**src/rtl/inv_bus_pkg.sv**
```systemverilog
package inv_bus_pkg;

  // Strobes passed from the control decoder to the datapath.
  typedef struct packed {
    logic capture;  // write storage this edge and bypass source to outputs
    logic pickB;    // source is port B (else port A)
    logic driveA;   // port A output enabled
    logic driveB;   // port B output enabled
  } xfer_strobe_t;

endpackage

```
**src/rtl/inv_bus_ctrl.sv**
```systemverilog
module inv_bus_ctrl
  import inv_bus_pkg::*;
(
  input  logic         selA,
  input  logic         selB,
  input  logic         latchOpen,
  input  logic         aDisable,
  input  logic         bDisable,
  input  logic         expandOff,
  output xfer_strobe_t strobe
);

  logic singleSource;

  // Exactly one source selected; both or neither means keep contents.
  assign singleSource = selA ^ selB;

  always_comb begin
    strobe.capture = latchOpen & singleSource;
    strobe.pickB   = selB & ~selA;
    strobe.driveA  = ~aDisable & ~expandOff;
    strobe.driveB  = ~bDisable & ~expandOff;
  end

endmodule

```
**src/rtl/inv_bus_datapath.sv**
```systemverilog
module inv_bus_datapath
  import inv_bus_pkg::*;
#(
  parameter int WIDTH = 4
) (
  input  logic             clk,
  input  logic             rst,
  input  logic [WIDTH-1:0] aIn,
  input  logic [WIDTH-1:0] bIn,
  input  xfer_strobe_t     strobe,
  output logic [WIDTH-1:0] aOut,
  output logic             aOutEn,
  output logic [WIDTH-1:0] bOut,
  output logic             bOutEn
);

  logic [WIDTH-1:0] stored;
  logic [WIDTH-1:0] srcWord;
  logic [WIDTH-1:0] viewWord;

  // Per-bit slice: source mux, transparent bypass, inversion.
  for (genvar i = 0; i < WIDTH; i++) begin : g_slice
    assign srcWord[i]  = strobe.pickB ? bIn[i] : aIn[i];
    assign viewWord[i] = strobe.capture ? srcWord[i] : stored[i];
    assign aOut[i]     = ~viewWord[i];
    assign bOut[i]     = ~viewWord[i];
  end

  always_ff @(posedge clk) begin
    if (rst) begin
      stored <= '0;
    end else if (strobe.capture) begin
      stored <= srcWord;
    end
  end

  assign aOutEn = strobe.driveA;
  assign bOutEn = strobe.driveB;

endmodule

```
**src/rtl/inv_bus_register.sv**
```systemverilog
module inv_bus_register
  import inv_bus_pkg::*;
#(
  parameter int WIDTH = 4
) (
  input  logic             clk,
  input  logic             rst,
  input  logic [WIDTH-1:0] aIn,
  input  logic [WIDTH-1:0] bIn,
  input  logic             selA,
  input  logic             selB,
  input  logic             latchOpen,
  input  logic             aDisable,
  input  logic             bDisable,
  input  logic             expandOff,
  output logic [WIDTH-1:0] aOut,
  output logic             aOutEn,
  output logic [WIDTH-1:0] bOut,
  output logic             bOutEn
);

  xfer_strobe_t strobe;

  inv_bus_ctrl u_ctrl (
    .selA      (selA),
    .selB      (selB),
    .latchOpen (latchOpen),
    .aDisable  (aDisable),
    .bDisable  (bDisable),
    .expandOff (expandOff),
    .strobe    (strobe)
  );

  inv_bus_datapath #(.WIDTH(WIDTH)) u_dp (
    .clk    (clk),
    .rst    (rst),
    .aIn    (aIn),
    .bIn    (bIn),
    .strobe (strobe),
    .aOut   (aOut),
    .aOutEn (aOutEn),
    .bOut   (bOut),
    .bOutEn (bOutEn)
  );

endmodule

```
**config.mk**
```make
export PLATFORM = sky130hd
export DESIGN_NAME = inv_bus_register
export DESIGN_NICKNAME = d
export VERILOG_FILES = /design/src/rtl/inv_bus_pkg.sv /design/src/rtl/inv_bus_ctrl.sv /design/src/rtl/inv_bus_datapath.sv /design/src/rtl/inv_bus_register.sv
export SDC_FILE = /design/constraint.sdc
export NUM_CORES = 1
export LEC_CHECK = 0
export ABC_CLOCK_PERIOD_IN_PS = 1920
export BUFFER_PORTS_ARGS = -buffer_cell sky130_fd_sc_hd__buf_2
export CORE_AREA = 2 2 39 41
export DETAILED_ROUTE_END_ITERATION = 6
export DIE_AREA = 0 0 41 43
export GPL_ROUTABILITY_DRIVEN = 0
export PLACE_DENSITY_LB_ADDON = 0.08
export SLEW_MARGIN = 10
export SYNTH_ARGS = -nofsm -noshare
export SYNTH_HDL_FRONTEND = slang
export SYNTH_SLANG_ARGS = --single-unit
```
**constraint.sdc**
```tcl
create_clock -name clk -period 1.92 [get_ports clk]
set_clock_uncertainty 0.05 [all_clocks]
set_input_delay 0.288 -clock clk [delete_from_list [all_inputs] [get_ports clk]]
set_output_delay 0.288 -clock clk [all_outputs]
set_load 0.1 [all_outputs]
```
# Yosys cells after proc, flatten, opt, wreduce, memory -nomap -nowiden
# Index checks and enable logic that the tools add are counted.
dict set report word_totals {
  inputBits 16
  regBits 4
  elab_cells 22
}
dict set report op_classes {
  n_mux 8
  n_bitwise 13
}
# cell n
set op_table {}
lappend op_table {{1-bit 2-to-1 mux} 8}
lappend op_table {{1-bit NOT} 8}
lappend op_table {{1-bit AND} 4}
lappend op_table {{1-bit XOR} 1}

# Longest topological paths before layout
# Gate-level depths: netlist (run 1).
dict set report logic_depth {
  depth_word 5
  ltp_mapped 6
}

# Modules after synthesis
# Synthesis (run 1) repeated with hierarchy kept, for this count alone.
dict set report hier_totals {
  hier_cells 33
  hier_area_um2 296.5
}
# mod area_per_inst_um2 seq_area_each_um2 cells_per_inst n_inst
set by_module_without_submodules {}
lappend by_module_without_submodules {inv_bus_datapath 259.0 80.1 28 1}
lappend by_module_without_submodules {inv_bus_ctrl 37.5 0.0 5 1}

# Worst setup path after synthesis (run 1)
# OpenSTA, ideal clock, no wires.
dict set report synth_path {
  path_type {input to output}
  start {in selA}
  end {out bOut[0]}
  path_buffers 2
  path_slack_ns -0.422
  stages 6
  arrival_ns 2.004
  path_cell_list {inv_1 ha_1 nor2b_2 buf_6 mux2i_4 buf_4}
}
dict set report synth_between {
  elab_chain_cells 5
}
# item line
set synth_rtl {}
lappend synth_rtl {{start: declaration} inv_bus_register.sv:10} ;# input logic selA,
lappend synth_rtl {{1-bit NOT} inv_bus_ctrl.sv:20} ;# strobe.pickB = selB & ~selA;
lappend synth_rtl {{1-bit AND} inv_bus_ctrl.sv:20}
lappend synth_rtl {{1-bit 2-to-1 mux} inv_bus_datapath.sv:23} ;# assign srcWord[i] = strobe.pickB ? bIn[i] : aIn[i];
lappend synth_rtl {{1-bit 2-to-1 mux *} inv_bus_datapath.sv:24} ;# assign viewWord[i] = strobe.capture ? srcWord[i] : stored[i];
lappend synth_rtl {{1-bit NOT *} n/a}
lappend synth_rtl {{end: declaration} inv_bus_register.sv:18} ;# output logic [WIDTH-1:0] bOut,
# Mark *: on every way between the ends. The rest lies on a longest branch, timed or not.

# Final worst setup path (run 1)
dict set report layout_path {
  start {in selA}
  end {out aOut[0]}
}
dict set report layout_between {
  elab_chain_cells 5
}
# item line
set layout_rtl {}
lappend layout_rtl {{1-bit NOT} inv_bus_ctrl.sv:20}
lappend layout_rtl {{1-bit AND} inv_bus_ctrl.sv:20}
lappend layout_rtl {{1-bit 2-to-1 mux} inv_bus_datapath.sv:23}
lappend layout_rtl {{1-bit 2-to-1 mux *} inv_bus_datapath.sv:24}
lappend layout_rtl {{1-bit NOT *} inv_bus_datapath.sv:25} ;# assign aOut[i] = ~viewWord[i];
lappend layout_rtl {{end: declaration} inv_bus_register.sv:16} ;# output logic [WIDTH-1:0] aOut,
# Marks and branches as above.

==> results of run 1 <==
[how the worst max path moves through the flow]
stage,start,to,slack [ns],depth (start not counted)
floorplan,selB,bOut[0],-0.20,5
global placement,selA,aOut[1],0.13,7
detailed placement,selA,aOut[0],0.10,7
CTS,selA,aOut[3],0.10,7
global route,selA,aOut[0],0.06,7
finish,selA,aOut[0],0.12,7
[where the power goes]
part / total [mW] / internal [mW] / switching, mW
combinational: 0.312 / 0.116 / 0.195
sequential: 0.0933 / 0.0891 / 0.00413
clock: 0.101 / 0.0697 / 0.0313
[cell usage after synthesis, drive strengths merged]
master / n / share of area (%)
dfxtp: 4 / 25
nor2b: 1 / 2.7
ha: 1 / 3.9
buf: 5 / 13
mux2i: 4 / 28
inv: 1 / 1.2
nor2: 6 / 7.1
mux2: 4 / 19
[worst reg2reg max path, cell delays in order (launching register included)]
cell and delay, ns:
dfxtp_1 0.32, mux2i_4 0.25, nor2_1 0.07
[layout by cell type, fill, tap and decap left out]
cell      count
buf_12        8
buf_2        17
buf_4         2
clkbuf_4      3
dfxtp_1       4
ha_4          1
inv_6         1
mux2_4        4
mux2i_4       4
nor2_1        6
nor2b_2       1
[cell families (layout without fill, tap and decap cells)]
kind of cell | count (synthesis) | after routing | share of synthesized area, %
multiplexers | 8 | 8 | 47.1
AND/OR/NAND/NOR | 7 | 7 | 9.80
buffers and inverters | 6 | 31 | 14.1
flip-flops | 4 | 4 | 25.1
adder cells (fa/ha/maj) | 1 | 1 | 3.92
[stage by stage]
stage / TNS, ns / instances / area, um2 / worst slack (ns) / total power, mW
6_report: 0 / 67 / 598 / 0.116 / 0.506
5_1_grt: 0 / 67 / 598 / 0.0630 / 0.529
4_1_cts: 0 / 67 / 598 / 0.102 / 0.516
3_5_place_dp: 0 / 64 / 576 / 0.101 / 0.409
3_3_place_gp: 0 / 64 / 576 / 0.130 / 0.406
2_1_floorplan: -0.781 / 26 / 387 / -0.195 / 0.341
[area by class of cell]
type,instances,area [um2]
repair buffers,27,260
well taps,16,20.0
multi-input cells,16,206
flip-flops and latches,4,80.1
fillers,140,786
inverters,1,8.76
clock buffers,3,22.5
[metal layers]
metal / share of wire, % / GRT usage, % / vias to the layer above
met2: 59 / 14.7 / 15
li1: - / - / 132
met4: 0 / 8.00 / 0
met3: 8.5 / 3.14 / 0
met5: 0 / 0 / -
met1: 33 / 10.1 / 119
==> results.py, run 1 <==
metrics = {
    "run_status": {
        "outcome": "finished, final reports clean",
    },
    "synthesis": {
        "syn_area_um2": 319,
        "synth_area_per_cell_um2": 12.3,
        "synth_seq_cells": 4,
        "synth_cell_types": 9,
        "synth_warnings": 0,
        "synth_nets": 43,
        "ys_seq_area_share_pct": 25.1,
        "syn-instance-count": 26,
    },
    "timing": {
        "rsz0062_at_grt": "no",
        "hold_viol": 0,
        "tightest_slew_ns": 0.486,
        "fmax_ghz": 0.554,
        "setup_violations": 0,
        "finalMaxSlewViolations": 0,
        "fin_hold_ws_ns": 0.221,
        "post-route-period-util_pct": 93.9,
        "maxSlewHeadroom_pct": 67.8,
        "finalCriticalPeriod_ns": 1.80,
    },
    "place": {
        "portBuffers": 25,
    },
    "flow_run": {
        "cap_violations": 0,
    },
    "clocking": {
        "clock-sinks": 4,
        "postCtsSetupBuffers": 0,
        "postCtsHoldBufs": 0,
        "cts_max_level": 1,
        "clkTransAtPathRegs_ns": 0.04,
        "clockBufferDepth": 2,
        "cts_buffers": 3,
        "cts_root_buffer": "clkbuf_4",
        "clock_latency_ns": 0.23,
        "cts_tree": "built",
        "post_cts_resized": 0,
    },
    "layout": {
        "top_register": "u_dp.stored",
        "fin_util_pct": 43.2,
        "reg_top3": "u_dp.stored (4)",
        "drive_gt1_share_pct": 80.4,
        "diodes": 0,
        "largest_reg_flops": 4,
        "area_growth_pct": 87.5,
        "fin_nets": 70,
    },
    "worst_setup_path": {
        "crit_type": "in2out",
        "endpoint_kind": "output pin",
        "cpPeakStageDelay_ns": 0.32,
        "path_buf_inv": 4,
        "start_kind": "input port",
        "crit_slowest_cell": "mux2i_4",
        "cp.arrival_ns": 1.47,
        "rr_startpoint": "u_dp.stored[0]",
        "required_ns": 1.58,
        "cp_cell_sequence": "buf_2 > inv_6 > ha_4 > nor2b_2 > buf_4 > mux2i_4 > buf_12",
        "cp_max_fo": 3,
        "rr_endpoint": "u_dp.stored[0]",
        "ff2ff_path_depth": 2,
        "critPathTopFamily": "buffers and inverters",
        "r2r_slack_ns": 1.12,
    },
    "power_and_ir_drop": {
        "pwr_density_cell_nw_per_um2": 846,
        "leakage_nw": 0.281,
        "ir_drop_mv": 0.410,
    },
    "global_route": {
        "grt_max_degree": 5,
        "grt_pass1_wl_um": 1060,
        "grt_usage_pct": 9.67,
        "antenna_found_initial": 0,
        "grt_remaining_overflow": 0,
        "grt_pass1_vias": 275,
    },
    "min_path": {
        "hp-class": "in2reg",
        "hold-path-endpoint": "u_dp.stored[3]",
        "min_delay_path_depth": 2,
        "hold_path_startpoint": "rst",
    },
    "drt": {
        "avgViaCountPerCell": 3.97,
        "drt-initial-drc-count": 0,
        "wire_per_inst_um": 10.1,
        "vias": 266,
        "drc": 0,
        "first_pass_iters": 1,
        "final_antenna_net_count": 0,
        "wl_um": 674,
    },
    "floorplanning": {
        "die_w_um": 41,
        "start_util_pct": 23.1,
        "rows": 14,
        "die_area_um2": 1760,
        "pin_count": 26,
        "core_area_um2": 1380,
        "dieHeight_um": 43,
    },
}
Note: power is estimated with default switching activity, not from simulation.
==> inputs of run 2 (changes only) <==
Settings changed: ABC_AREA set to 1, RECOVER_POWER set to 25.
==> results.py, run 2 <==
metrics = {
    "synthesis": {
        "ys_top_cells_by_area": "dfxtp_1 (29%), nand2_1 (17%), buf_4 (11%), inv_1 (9.4%), nand2_2 (8.9%)",
        "synth_area_per_cell_um2": 6.23,
        "synth-adder-area-share_pct": 4.46,
        "synth-compound-area-share_pct": 0,
        "syn-instance-count": 45,
        "synth_seq_cells": 4,
        "synth_top_flop_cell": "dfxtp_1",
        "synth_simple_gate_area_share_pct": 45.5,
        "synth_warnings": 0,
        "synth_cell_types": 10,
        "synth_top_area_share_pct": 28.6,
        "synth_mux_area_share_pct": 0,
        "synth_edf_count": 0,
        "syn_area_um2": 280,
        "synth_xor_area_share_pct": 0,
        "ys_seq_area_share_pct": 28.6,
        "synth.top_cells.by_count": "nand2_1 (13), inv_1 (7), nor2_1 (6)",
        "yosysMostFrequentCell": "nand2_1",
        "synth_nets": 62,
        "synthArstFlopShare_pct": 0,
        "synth_top_family_by_area": "simple AND/OR/NAND/NOR gates",
        "synth_top_area_cell": "dfxtp_1",
    },
    "layout": {
        "drive_gt1_share_pct": 44.9,
        "design_area_um2": 536,
        "fin_nets": 88,
        "diodes": 0,
        "largest_reg_flops": 4,
        "area_growth_pct": 91.1,
        "reg_top3": "u_dp.stored (4)",
        "final_cell_mix": "buf_2 (17), nand2_1 (16), buf_12 (8)",
        "top_register": "u_dp.stored",
        "mostFrequentLayoutCell": "buf_2",
        "final_cells": 85,
    },
    "worst_setup_path": {
        "crit_slowest_cell": "ha_1",
        "cp_cell_sequence": "buf_2 > inv_1 > ha_1 > inv_1 > nand2_1 > nand2_1 > nand2_1 > buf_12",
        "crit_top_cell": "nand2_1",
        "crit_start": "selA",
        "required_ns": 1.58,
        "rr_startpoint": "u_dp.stored[3]",
        "cpPeakStageDelay_ns": 0.32,
        "cp.arrival_ns": 1.37,
        "crit_type": "in2out",
        "endpoint_kind": "output pin",
        "start_kind": "input port",
        "cp_max_fo": 4,
    },
    "clocking": {
        "clock_latency_ns": 0.23,
        "post_cts_resized": 0,
        "cts_max_level": 1,
        "postCtsHoldBufs": 0,
        "postCtsSetupBuffers": 0,
        "clockBufferDepth": 2,
        "cts_root_buffer": "clkbuf_4",
        "clkTransAtPathRegs_ns": 0.04,
        "cts_buffers": 3,
        "cts_tree": "built",
        "clock-sinks": 4,
    },
    "global_route": {
        "grt_pass1_wl_um": 986,
        "antenna_found_initial": 0,
        "grt_usage_pct": 8.43,
        "grt_remaining_overflow": 0,
        "grt_max_degree": 6,
        "grt_pass1_vias": 274,
    },
    "drt": {
        "wire_per_inst_um": 8.04,
        "drt-initial-drc-count": 0,
        "avgViaCountPerCell": 3.68,
        "first_pass_iters": 1,
        "wl_um": 683,
        "final_antenna_net_count": 0,
        "drc": 0,
        "vias": 313,
    },
    "power_and_ir_drop": {
        "ir_drop_mv": 0.378,
        "switching_share_pct": 50.3,
        "p_int_mw": 0.274,
        "pwr-share-comb_pct": 64.3,
        "switching_power_mw": 0.277,
        "p_clk_share_pct": 18.9,
        "seqPwrFrac_pct": 16.8,
        "pwr_density_cell_nw_per_um2": 1030,
        "leakage_nw": 0.300,
    },
    "timing": {
        "fmax_ghz": 0.587,
        "post-route-period-util_pct": 88.7,
        "maxSlewHeadroom_pct": 67.9,
        "tightest_slew_ns": 0.485,
        "finalCriticalPeriod_ns": 1.70,
        "finalMaxSlewViolations": 0,
        "setup_tns_ns": 0,
        "rsz0062_at_grt": "no",
        "setup_violations": 0,
        "hold_viol": 0,
    },
    "floorplanning": {
        "die_w_um": 41,
        "core_area_um2": 1380,
        "pin_count": 26,
        "dieHeight_um": 43,
        "start_util_pct": 20.3,
        "die_area_um2": 1760,
        "rows": 14,
    },
    "min_path": {
        "hp-class": "in2reg",
        "hold_path_startpoint": "rst",
    },
    "place": {
        "postPlaceCellArea_um2": 536,
        "portBuffers": 25,
        "dp_cells": 82,
    },
    "run_status": {
        "outcome": "finished, final reports clean",
    },
    "flow_run": {
        "cap_violations": 0,
    },
}
-- run 2: cell count changes after synthesis --
cell	change
nand2_1	+13
inv_1	+6
mux2_4	-4
mux2i_4	-4
nand2_2	+4
nand3_1	+4
buf_6	-1
inv_2	+1
nor2_4	+1
nor2b_2	-1
-- run 2: routing by layer --
layer  track usage, %  wire [um]  vias up
met4             8.00         18        0
met3             1.57         65        2
met1             8.68        281      119
met5                0          0        -
li1                 -          -      178
met2             13.1        317       14
-- run 2: power by group through the flow --
stage               Combinational, mW  Sequential (mW)  Clock [mW]
global placement                0.370           0.0937           0
global route                    0.366           0.0932       0.117
finish                          0.354           0.0924       0.104
floorplan                       0.255           0.0934           0
detailed placement              0.370           0.0937           0
CTS                             0.370           0.0924       0.111
-- run 2: path summary, 6_finish.rpt --
path,endpoint,slack [ns],depth (start not counted)
setup / recovery,bOut[3],0.22,8
hold reg to reg,u_dp.stored[1],0.55,4
setup reg to reg,u_dp.stored[3],1.12,4
hold / removal,u_dp.stored[0],0.21,2
-- run 2: final cells by class --
type,count,area (um2)
flip-flops and latches,4,80.1
clock buffers,3,22.5
fillers,152,848
inverters,8,30.0
multi-input cells,29,138
repair buffers,25,245
well taps,16,20.0
-- run 2: logic make-up (layout without fill, tap and decap cells) --
group / after synthesis / count (layout)
simple gates: 28 / 28
fa+ha+maj: 1 / 1
flops: 4 / 4
buf+inv: 12 / 36
-- run 2: per-stage QoR --
stage	hold slack [ns]	setup WS (ns)	utilization [%]	power, mW
finish	0.210	0.216	38.7	0.551
global route	0.212	0.130	38.7	0.576
CTS	0.204	0.274	40.3	0.573
detailed placement	0.455	0.275	38.7	0.463
global placement	0.456	0.291	38.7	0.464
floorplan	0.310	0.0409	-	0.348
-- run 2: worst max-delay path: cells and delay by family --
kind	cells	cell delay [ns]
adder cells (fa/ha/maj)	1	0.32
AND/OR/NAND/NOR	3	0.39
buffers and inverters	4	0.36
==> inputs of run 3 (changes only) <==
Settings changed: ABC_CLOCK_PERIOD_IN_PS 1920 to 1730, SLEW_MARGIN 10 to 20.
Clock period 1.92 ns to 1.73 ns, I/O delays scaled along.
==> results.py, run 3 (synthesis gave the netlist of run 2 again) <==
metrics = {
    "global_route": {
        "antenna_found_initial": 0,
        "grt_pass1_vias": 228,
        "grt_remaining_overflow": 0,
        "grt_max_degree": 6,
        "grt_pass1_wl_um": 855,
        "grt_usage_pct": 7.22,
    },
    "timing": {
        "maxSlewHeadroom_pct": 68.0,
        "finalMaxSlewViolations": 0,
        "tightest_slew_ns": 0.484,
        "fmax_ghz": 0.632,
        "setup_tns_ns": 0,
        "setup_violations": 0,
        "hold_viol": 0,
        "rsz0062_at_grt": "no",
        "post-route-period-util_pct": 91.5,
        "finalCriticalPeriod_ns": 1.58,
    },
    "clocking": {
        "clockBufferDepth": 2,
        "clock-sinks": 4,
        "clock_latency_ns": 0.23,
        "postCtsHoldBufs": 0,
        "cts_tree": "built",
        "cts_buffers": 3,
        "cts_max_level": 1,
        "cts_root_buffer": "clkbuf_4",
        "post_cts_resized": 0,
        "postCtsSetupBuffers": 0,
        "clkTransAtPathRegs_ns": 0.04,
    },
    "floorplanning": {
        "pin_count": 26,
        "dieHeight_um": 43,
        "start_util_pct": 20.3,
        "die_w_um": 41,
        "rows": 14,
        "die_area_um2": 1760,
        "core_area_um2": 1380,
    },
    "power_and_ir_drop": {
        "power.total_mw": 0.624,
        "pwr_density_cell_nw_per_um2": 1110,
        "ir_drop_mv": 0.544,
        "leakage_nw": 0.307,
    },
    "drt": {
        "wire_per_inst_um": 7.74,
        "drc": 0,
        "final_antenna_net_count": 0,
        "vias": 317,
        "drt-initial-drc-count": 4,
        "wl_um": 658,
        "avgViaCountPerCell": 3.73,
        "first_pass_iters": 2,
    },
    "layout": {
        "area_growth_pct": 101,
        "fin_util_pct": 40.7,
        "reg_top3": "u_dp.stored (4)",
        "largest_reg_flops": 4,
        "top_register": "u_dp.stored",
        "diodes": 0,
        "final_cell_mix": "buf_2 (17), nand2_1 (13), buf_12 (8)",
        "drive_gt1_share_pct": 52.2,
        "design_area_um2": 563,
        "mostFrequentLayoutCell": "buf_2",
        "fin_nets": 88,
    },
    "worst_setup_path": {
        "start_kind": "input port",
        "cp_max_fo": 4,
        "cp.arrival_ns": 1.27,
        "endpoint_kind": "output pin",
        "required_ns": 1.42,
        "crit_type": "in2out",
    },
    "flow_run": {
        "cap_violations": 0,
    },
    "place": {
        "postPlaceCellArea_um2": 541,
        "portBuffers": 25,
        "hpwlAfterDp_um": 570,
    },
    "run_status": {
        "outcome": "finished, final reports clean",
    },
    "min_path": {
        "hp-class": "in2reg",
    },
}
-- run 3: cell types whose count changed in the layout (fill, tap and decap cells not counted) --
cell and change:
nand2_1 -3, nand2_4 +3, nor2_1 -2, nor2_2 +2
-- run 3: power breakdown --
part           internal [mW]  total [mW]  switching [mW]
Sequential             0.101       0.103         0.00197
Combinational          0.133       0.409           0.276
Clock                 0.0773       0.112          0.0343
Total                  0.311       0.624           0.312
-- run 3: area by class of cell --
class | instances | area [um2]
multi-input combinational | 29 | 165
clock buffer | 3 | 22.5
fill | 139 | 821
tap | 16 | 20.0
inverter | 8 | 30.0
timing repair buffer | 25 | 245
sequential | 4 | 80.1
-- run 3: final timing paths --
check	start	endpoint	slack [ns]	cells past startpoint
setup / recovery	selA	aOut[1]	0.15	7
setup reg to reg	u_dp.stored[3]	u_dp.stored[3]	1.00	4
hold reg to reg	u_dp.stored[2]	u_dp.stored[2]	0.55	4
hold / removal	rst	u_dp.stored[2]	0.19	2
-- run 3: routing by layer --
metal,GRT usage [%],vias up,wire (um)
met5,0,-,0
met3,1.57,0,88
met2,9.38,17,273
li1,-,177,-
met4,6.00,0,0
met1,9.62,123,296
-- run 3: metrics by stage --
step           setup slack [ns]  std cells  hold slack (ns)
6_report                  0.148         85            0.186
4_1_cts                   0.139         85            0.180
2_1_floorplan           -0.0518         45            0.282
3_5_place_dp              0.144         82            0.426
5_1_grt                  0.0752         85            0.182
3_3_place_gp              0.153         82            0.426
-- run 3: critical path, stage by stage --
cell and delay [ns]:
buf_2 0.08, inv_1 0.03, ha_1 0.32, nor2_4 0.15, nand3_1 0.13, nand2_4 0.12
buf_12 0.18
